## config.mk

```make
export PLATFORM = sky130hd
export DESIGN_NAME = cq_alu_exec
export DESIGN_NICKNAME = d
export VERILOG_FILES = /design/src/rtl/cq_alu_pkg.sv /design/src/rtl/cq_decode.sv /design/src/rtl/cq_alu.sv /design/src/rtl/cq_agen.sv /design/src/rtl/cq_alu_exec.sv
export SDC_FILE = /design/constraint.sdc
export NUM_CORES = 1
export LEC_CHECK = 0
export CAP_MARGIN = 30
export CELL_PAD_IN_SITES_DETAIL_PLACEMENT = 2
export CELL_PAD_IN_SITES_GLOBAL_PLACEMENT = 2
export CORE_MARGIN = 5
export CORE_UTILIZATION = 41
export CTS_CLUSTER_SIZE = 24
export DETAILED_ROUTE_END_ITERATION = 10
export DONT_BUFFER_PORTS = 1
export PLACE_DENSITY = 0.91
export SLEW_MARGIN = 20
export SYNTH_ARGS = -nofsm -noshare
export SYNTH_HDL_FRONTEND = slang
export SYNTH_HIERARCHICAL = 1
export SYNTH_SLANG_ARGS = --single-unit
```

## constraint.sdc

```tcl
create_clock -name clk -period 4.6 [get_ports clk]
set_input_delay 0.92 -clock clk [delete_from_list [all_inputs] [get_ports clk]]
set_output_delay 0.92 -clock clk [all_outputs]
set_load 0.02 [all_outputs]
```

## src/rtl/cq_alu_pkg.sv

```systemverilog
// Package: shared types for the compressed register ALU executor.
// Assumes: the 32-bit ALU group and the 64-bit store share one decoder.
package cq_alu_pkg;

    localparam int OFF_W = 8;   // width of the scaled doubleword offset

    typedef enum logic [2:0] {
        OP_XOR  = 3'd0,
        OP_SRA  = 3'd1,
        OP_SLL  = 3'd2,
        OP_SRL  = 3'd3,
        OP_SLT  = 3'd4,
        OP_SLTU = 3'd5
    } alu_op_e;

    typedef enum logic [1:0] {
        K_ALU   = 2'd0,
        K_STORE = 2'd1,
        K_ILL   = 2'd2
    } kind_e;

    typedef struct packed {
        kind_e            kind;
        alu_op_e          op;
        logic             dst_rs2;
        logic [OFF_W-1:0] offset;
    } dec_t;

endpackage

```

## src/rtl/cq_decode.sv

```systemverilog
// Module: cq_decode
// Turns the 16-bit instruction plus mode/enable into an action descriptor.
// Assumes: the instruction already lies in the shared ALU/store encoding space.
module cq_decode
    import cq_alu_pkg::*;
(
    input  logic [15:0] insn,
    input  logic        mode64,
    input  logic        ext_en,
    output dec_t        dec
);

    logic [2:0] group;
    logic [1:0] sub;

    assign group = insn[12:10];
    assign sub   = insn[6:5];

    // Purpose: select kind, operation, destination and offset.
    always_comb begin
        dec         = '0;
        dec.kind    = K_ILL;
        dec.op      = OP_XOR;
        dec.dst_rs2 = 1'b0;
        dec.offset  = {sub, group, 3'b000};
        if (!ext_en) begin
            dec.kind = K_ILL;
        end else if (mode64) begin
            dec.kind = K_STORE;
        end else begin
            unique case (group)
                3'd0: begin
                    unique case (sub)
                        2'd0:    begin dec.kind = K_ALU; dec.op = OP_XOR; end
                        2'd1:    begin dec.kind = K_ALU; dec.op = OP_SRA; end
                        default: dec.kind = K_ILL;
                    endcase
                end
                3'd1, 3'd3: begin
                    dec.kind    = K_ALU;
                    dec.dst_rs2 = (group == 3'd3);
                    unique case (sub)
                        2'd0:    dec.op = OP_SLL;
                        2'd1:    dec.op = OP_SRL;
                        2'd2:    dec.op = OP_SLT;
                        default: dec.op = OP_SLTU;
                    endcase
                end
                default: dec.kind = K_ILL;
            endcase
        end
    end

endmodule

```

## src/rtl/cq_alu.sv

```systemverilog
// Module: cq_alu
// Narrow-width ALU for the 32-bit group: xor, shifts, set-less-than.
// Assumes: shift amount is the low log2(W) bits of operand b.
module cq_alu
    import cq_alu_pkg::*;
#(
    parameter int W = 32
) (
    input  alu_op_e      op,
    input  logic [W-1:0] a,
    input  logic [W-1:0] b,
    output logic [W-1:0] y
);

    localparam int SHW = $clog2(W);

    logic [SHW-1:0] shamt;
    assign shamt = b[SHW-1:0];

    // Purpose: compute the selected operation.
    always_comb begin
        unique case (op)
            OP_XOR:  y = a ^ b;
            OP_SRA:  y = W'($signed(a) >>> shamt);
            OP_SLL:  y = a << shamt;
            OP_SRL:  y = a >> shamt;
            OP_SLT:  y = W'($signed(a) < $signed(b));
            OP_SLTU: y = W'(a < b);
            default: y = '0;
        endcase
    end

endmodule

```

## src/rtl/cq_agen.sv

```systemverilog
// Module: cq_agen
// Store address generator: base register plus zero-extended scaled offset.
// Assumes: offset already carries its scaling (low bits zero).
module cq_agen #(
    parameter int AW = 64,
    parameter int OW = 8
) (
    input  logic [AW-1:0] base,
    input  logic [OW-1:0] offset,
    output logic [AW-1:0] addr
);

    // Purpose: add the zero-extended offset to the base.
    always_comb begin
        addr = base + AW'(offset);
    end

endmodule

```

## src/rtl/cq_alu_exec.sv

```systemverilog
// Module: cq_alu_exec (top)
// Executes one compressed ALU-group or doubleword-store instruction per cycle
// and registers a single outcome: writeback, store, or illegal.
// Assumes: rs1_val/rs2_val are the registers named by rs1_idx/rs2_idx this cycle.
module cq_alu_exec
    import cq_alu_pkg::*;
#(
    parameter int XLEN    = 64,
    parameter int ALUW    = 32,
    parameter int REGBASE = 8
) (
    input  logic            clk,
    input  logic            rst_n,
    input  logic            in_valid,
    input  logic [15:0]     insn,
    input  logic            mode64,
    input  logic            ext_en,
    input  logic [XLEN-1:0] rs1_val,
    input  logic [XLEN-1:0] rs2_val,
    output logic [2:0]      rs1_idx,
    output logic [2:0]      rs2_idx,
    output logic            out_valid,
    output logic            wb_en,
    output logic [4:0]      wb_idx,
    output logic [XLEN-1:0] wb_data,
    output logic            st_req,
    output logic [XLEN-1:0] st_addr,
    output logic [XLEN-1:0] st_data,
    output logic            illegal
);

    localparam int IDXW  = 3;
    localparam int AIDXW = 5;

    dec_t            dec;
    logic [ALUW-1:0] alu_y;
    logic [XLEN-1:0] agen_addr;
    logic [IDXW-1:0] dst_field;

    assign rs1_idx = insn[9:7];
    assign rs2_idx = insn[4:2];

    cq_decode u_dec (
        .insn   (insn),
        .mode64 (mode64),
        .ext_en (ext_en),
        .dec    (dec)
    );

    cq_alu #(.W(ALUW)) u_alu (
        .op (dec.op),
        .a  (rs1_val[ALUW-1:0]),
        .b  (rs2_val[ALUW-1:0]),
        .y  (alu_y)
    );

    cq_agen #(.AW(XLEN), .OW(OFF_W)) u_agen (
        .base   (rs1_val),
        .offset (dec.offset),
        .addr   (agen_addr)
    );

    // Purpose: choose which source field receives the ALU result.
    always_comb begin
        dst_field = dec.dst_rs2 ? rs2_idx : rs1_idx;
    end

    // Purpose: register exactly one outcome per valid instruction.
    always_ff @(posedge clk) begin
        if (!rst_n) begin
            out_valid <= 1'b0;
            wb_en     <= 1'b0;
            wb_idx    <= '0;
            wb_data   <= '0;
            st_req    <= 1'b0;
            st_addr   <= '0;
            st_data   <= '0;
            illegal   <= 1'b0;
        end else begin
            out_valid <= in_valid;
            wb_en     <= in_valid && (dec.kind == K_ALU);
            st_req    <= in_valid && (dec.kind == K_STORE);
            illegal   <= in_valid && (dec.kind == K_ILL);
            wb_idx    <= AIDXW'(REGBASE) + AIDXW'(dst_field);
            wb_data   <= (in_valid && dec.kind == K_ALU) ? XLEN'(alu_y) : '0;
            st_addr   <= (in_valid && dec.kind == K_STORE) ? agen_addr : '0;
            st_data   <= (in_valid && dec.kind == K_STORE) ? rs2_val : '0;
        end
    end

endmodule

```

* Word level (Yosys, flattened, before mapping)
Cells that the tools add are included.
Cells by class: shift-type cells 3, order comparisons 2, multipliers 0, divide/modulo/power cells 0, bitwise operators 1, add/subtract/negate cells 2, muxes and demuxes 12, equality and inequality tests 11, reduce and logical (&&, ||, !) cells 11
Operator list (count):
- $pmux W32 S6 | 1
- $add A64 B8 Y64 | 1
- $lt A32 B32 Y1 | 2
- $shl A32 B5 Y32 | 1
- $shr A32 B5 Y32 | 1
- $sshr A32 B5 Y32 | 1
- $xor A32 B32 Y32 | 1
- $eq A3 B2 Y1 const B | 3
- $pmux W3 S3 | 1
- $mux W4 | 2
- $eq A3 B1 Y1 const B | 2
- $eq A3 B3 Y1 const B | 2
- $logic_not A3 Y1 | 2
- $mux W2 | 3
- $pmux W3 S2 | 1
- $add A4 B3 Y5 const A | 1
- $eq A2 B1 Y1 const B | 2
- $eq A2 B2 Y1 const B | 2
- $logic_not A2 Y1 | 2
- $pmux W2 S2 | 1
- $reduce_and A2 Y1 | 2
- $reduce_or A2 Y1 | 2
- $logic_and A1 B1 Y1 | 3
- $mux W3 | 1
- $mux W1 | 2
Storage, ports and cells: output and inout port bits 207, RAM bits 0, flip-flop bits (word level) 201, bits of input ports 149, ROM bits 0, bits in latches 0, memories 0, logic and storage cells 51

* Logic depth before layout (Yosys ltp)
word-level depth 9, mapped depth 11, mapped depth without buffers 9

* Modules after synthesis
Netlist, hierarchy kept.
Modules (own cells, without submodules):
- cq_alu_exec | cells each 395, instances 1, seq. area each 3363.2 sq um, area an instance 4845.9 sq um
- cq_alu | cells each 579, instances 1, seq. area each 0.0 sq um, area an instance 4707.0 sq um
- cq_agen | cells each 242, instances 1, seq. area each 0.0 sq um, area an instance 1586.5 sq um
- cq_decode | cells each 18, instances 1, seq. area each 0.0 sq um, area an instance 133.9 sq um

* Worst setup path after synthesis
OpenSTA, ideal clock, no wires.
path kind input port to flip-flop, from in rs2_val[3], to reg wb_data[0], required time 4.485 ns, setup time 0.115 ns, arrival 3.044 ns, stages on the path 11, setup slack 1.441 ns, buffers on the path 3, cells stage by stage buf_2 -> clkinv_1 -> clkbuf_1 -> clkbuf_1 -> ha_1 -> a21oi_1 -> a2111o_1 -> a31oi_1 -> o311ai_1 -> a31o_1 -> and2_1
On the way: longest elaborated chain between the ends 2, elaborated cells on any way between the ends 6, classes of those cells 2 x order compare; 3 x shift; 1 x mux
Ends and longest elaborated chain:
- start, declared | line cq_alu_exec.sv:19 | input logic [XLEN-1:0] rs2_val,
- $lt A32 B32 Y1, or another cell as far along | line cq_alu.sv:28 | OP_SLTU: y = W'(a < b);
- $pmux W32 S6 (*) | line cq_alu.sv:22 | unique case (op)
- named net alu_y[0] | line cq_alu_exec.sv:36 | logic [ALUW-1:0] alu_y;
- end signal, assigned | line cq_alu_exec.sv:85 | wb_data <= (in_valid && dec.kind == K_ALU) ? XLEN'(alu_y) : '0;
- end, declared | line cq_alu_exec.sv:25 | output logic [XLEN-1:0] wb_data,
Mark *: on every way through the listed nets, which the timed path passes. The rest lies on a longest branch. A chain may end at the register's enable or synchronous reset.

==> metrics.txt <==
maximum vdd drop=approximately 0.26 mV; post-synth top area share=just under 30%; Std-Cell Rows=60; worst setup margin=between 1000 and 1500 ps; hold buffers post-CTS=0; CP required=between 4000 and 5000 ps; Period minus WS final=roughly 3100 ps; Worst-path clk slew=~70 ps; slowest stage delay, CP=roughly 640 ps; CTS tree=yes; H-tree depth=4; P per Cell Area=~310 nW/µm²; Placed Instances=between 1500 and 2000; DRT Wirelength=between 40000 and 50000 µm; HPWL after DPL=approximately 34000 µm; final worst path period share=68.4%; distinct cell type count after synthesis=79; Port Buf Inserts=0; CP arrival=~3500 ps; asr flop ratio synth=0%; status=finished, final reports clean; Tot Pwr=about 3.6 mW; dpl ws=1110 ps; final slew viol count=0; Seq cells post-synth=168; Synth area leader=dfxtp_1; largest net degree at the start of global routing=93; gpl congestion=between 0.9 and 1; commonest non-fill, non-tap cell in the layout=dfxtp_1; vias per inst=around 6.4; gr ovfl total=0; Cells after Synth=about 1200; Crit Path Max Fanout=15; Max Freq=about 0.32 GHz; min-delay src=rst_n; Worst path slowest cell=nand2b_1; Area contributors post-synth=dfxtp_1, mux4_2, and2_1, ha_1, nor2_1; DR pass1 iterations=7; number of flops mapped to enable cells by yosys=0; static leakage=approximately 4.6 nW; Layout Nets=roughly 1400; Overall Global Routing Usage=between 20% and 30%; Most used DFF post-synth=dfxtp_1; Hold Vio Cnt, Final=0; Hold Crit Class=in -> reg; Critical Path End Type=flop; layout cells sized above 1=12.1%; first-pass GRT wire length=67800 µm; Hold Slack=approximately 500 ps; DRT iter0 DRCs=just under 900; area grow syn2layout=4.71%; CP startpoint kind=primary input; CP Class=in -> reg; Final Non-Filler Cells=1532; unrepaired setup endpoints after global routing=no; Synth Cell Area=11300 µm²; Final setup viols=0; hold depth=0; Antenna Violating Nets Remaining=0; Post-Syn Area per Cell=just over 9 µm²; ANT cells=0; multi-input logic area=7150 µm²; CTS root buf=clkbuf_16; post-CTS setup buffers=0; Sink Count=~170; vias in the first global route=about 11000; DRC violations left=0; initial antenna violation count=0; Register Area=3360 µm²; full die area=30900 µm²; WHS Endpoint=wb_idx[3]; core area=27000 µm²; CTS Buf Count=17; die width=176 µm; Vias=between 9000 and 10000; Worst-Margin Slew=roughly 880 ps; fill count=2960; I/O Pins=about 360; Initial Utilization=about two fifths; Max Cap Viol=0; CP cell instances=nor3b_2 > and3_1 > nand2b_1 > nor2_1 > o2bb2ai_1 > a22oi_1 > o211ai_1 > and2_1; Rel. slew slack=between 40% and 50%; Yosys warning total=6; # resized after CTS=0; Die Height=around 180 µm; Avg WL per Cell=between 20 and 30 µm; maximum buffer depth of the clock tree=2; TNS Setup=0 ps; sequential share of the synthesized area=between 20% and 30%; most frequent cells in the layout=dfxtp_1, and2_1, nor2_1
-- through the flow --
stage	cell area [µm²]	util, %
2_1_floorplan	11400	-
6_report	11800	43.7
4_1_cts	11800	43.7
3_5_place_dp	11200	41.5
3_3_place_gp	11200	41.5
5_1_grt	11800	43.7
-- layer usage --
metal  part of all wire, %  vias up  track usage, %  wire length (µm)
met5                     0        -               0                 0
met4                   3.4        0            10.7              1540
met3                   7.8       89            7.12              3590
met2                    50      501            49.8             22900
met1                    39     4960            34.4             17700
li1                      -     4226               -                 -
-- cell usage after synthesis (14+ instances only) --
library cell  instances
mux2i_1              31
and2_1              165
o21ai_0              41
buf_2                20
inv_1                47
xnor2_1              26
o211ai_1             14
mux4_2               65
clkbuf_1             28
nor4_1               14
nand2_1              63
nand3_1              34
a21oi_1              42
nor3_1               27
nor2_1              101
nand4_1              21
xor2_1               36
buf_4                50
mux2_2               19
dfxtp_1             168
ha_1                 41
-- flip-flops by register name (all words and copies together), names as in the netlist --
signal,flops
illegal,1
out_valid,1
st_addr,64
st_data,64
st_req,1
wb_data,32
wb_en,1
wb_idx,4
-- cells by family (layout without fill, tap and decap cells) --
kind of cell | Yosys count | count (layout) | share of synthesized area [%]
other cells | 2 | 36 | 0.0666
buf+inv | 169 | 92 | 7.90
mux | 115 | 115 | 17.6
compound gates | 199 | 199 | 12.1
flops | 168 | 168 | 29.8
simple gates | 477 | 477 | 22.9
xor+xnor | 62 | 62 | 4.82
fa+ha+maj | 42 | 42 | 4.73
-- cell type report --
type / count / share of cell area [%]
tap: 341 / 3.61
clock buffer: 17 / 3.60
multi-input combinational: 931 / 60.5
timing repair buffer: 13 / 0.827
sequential: 168 / 28.5
inverter: 49 / 1.56
clock inverter: 13 / 1.36
-- power breakdown --
part	leakage [nW]	internal (mW)	switching, mW
sequential	1.36	1.47	0.0306
combinational	3.00	0.278	0.370
clock	0.282	0.772	0.721
-- critical path, delay by kind of cell --
kind            cells  cell delay [ps]
simple gates        5             1810
compound gates      3              740
-- worst max path at each step --
| stage | start | to |
|---|---|---|
| global route | insn[12] | st_addr[42] |
| global placement | insn[12] | wb_data[24] |
| CTS | insn[12] | st_addr[42] |
| detailed placement | insn[12] | wb_data[24] |
| finish | insn[12] | wb_data[6] |
| floorplan | rs2_val[3] | wb_data[0] |
Note: power is estimated with default switching activity, not from simulation.
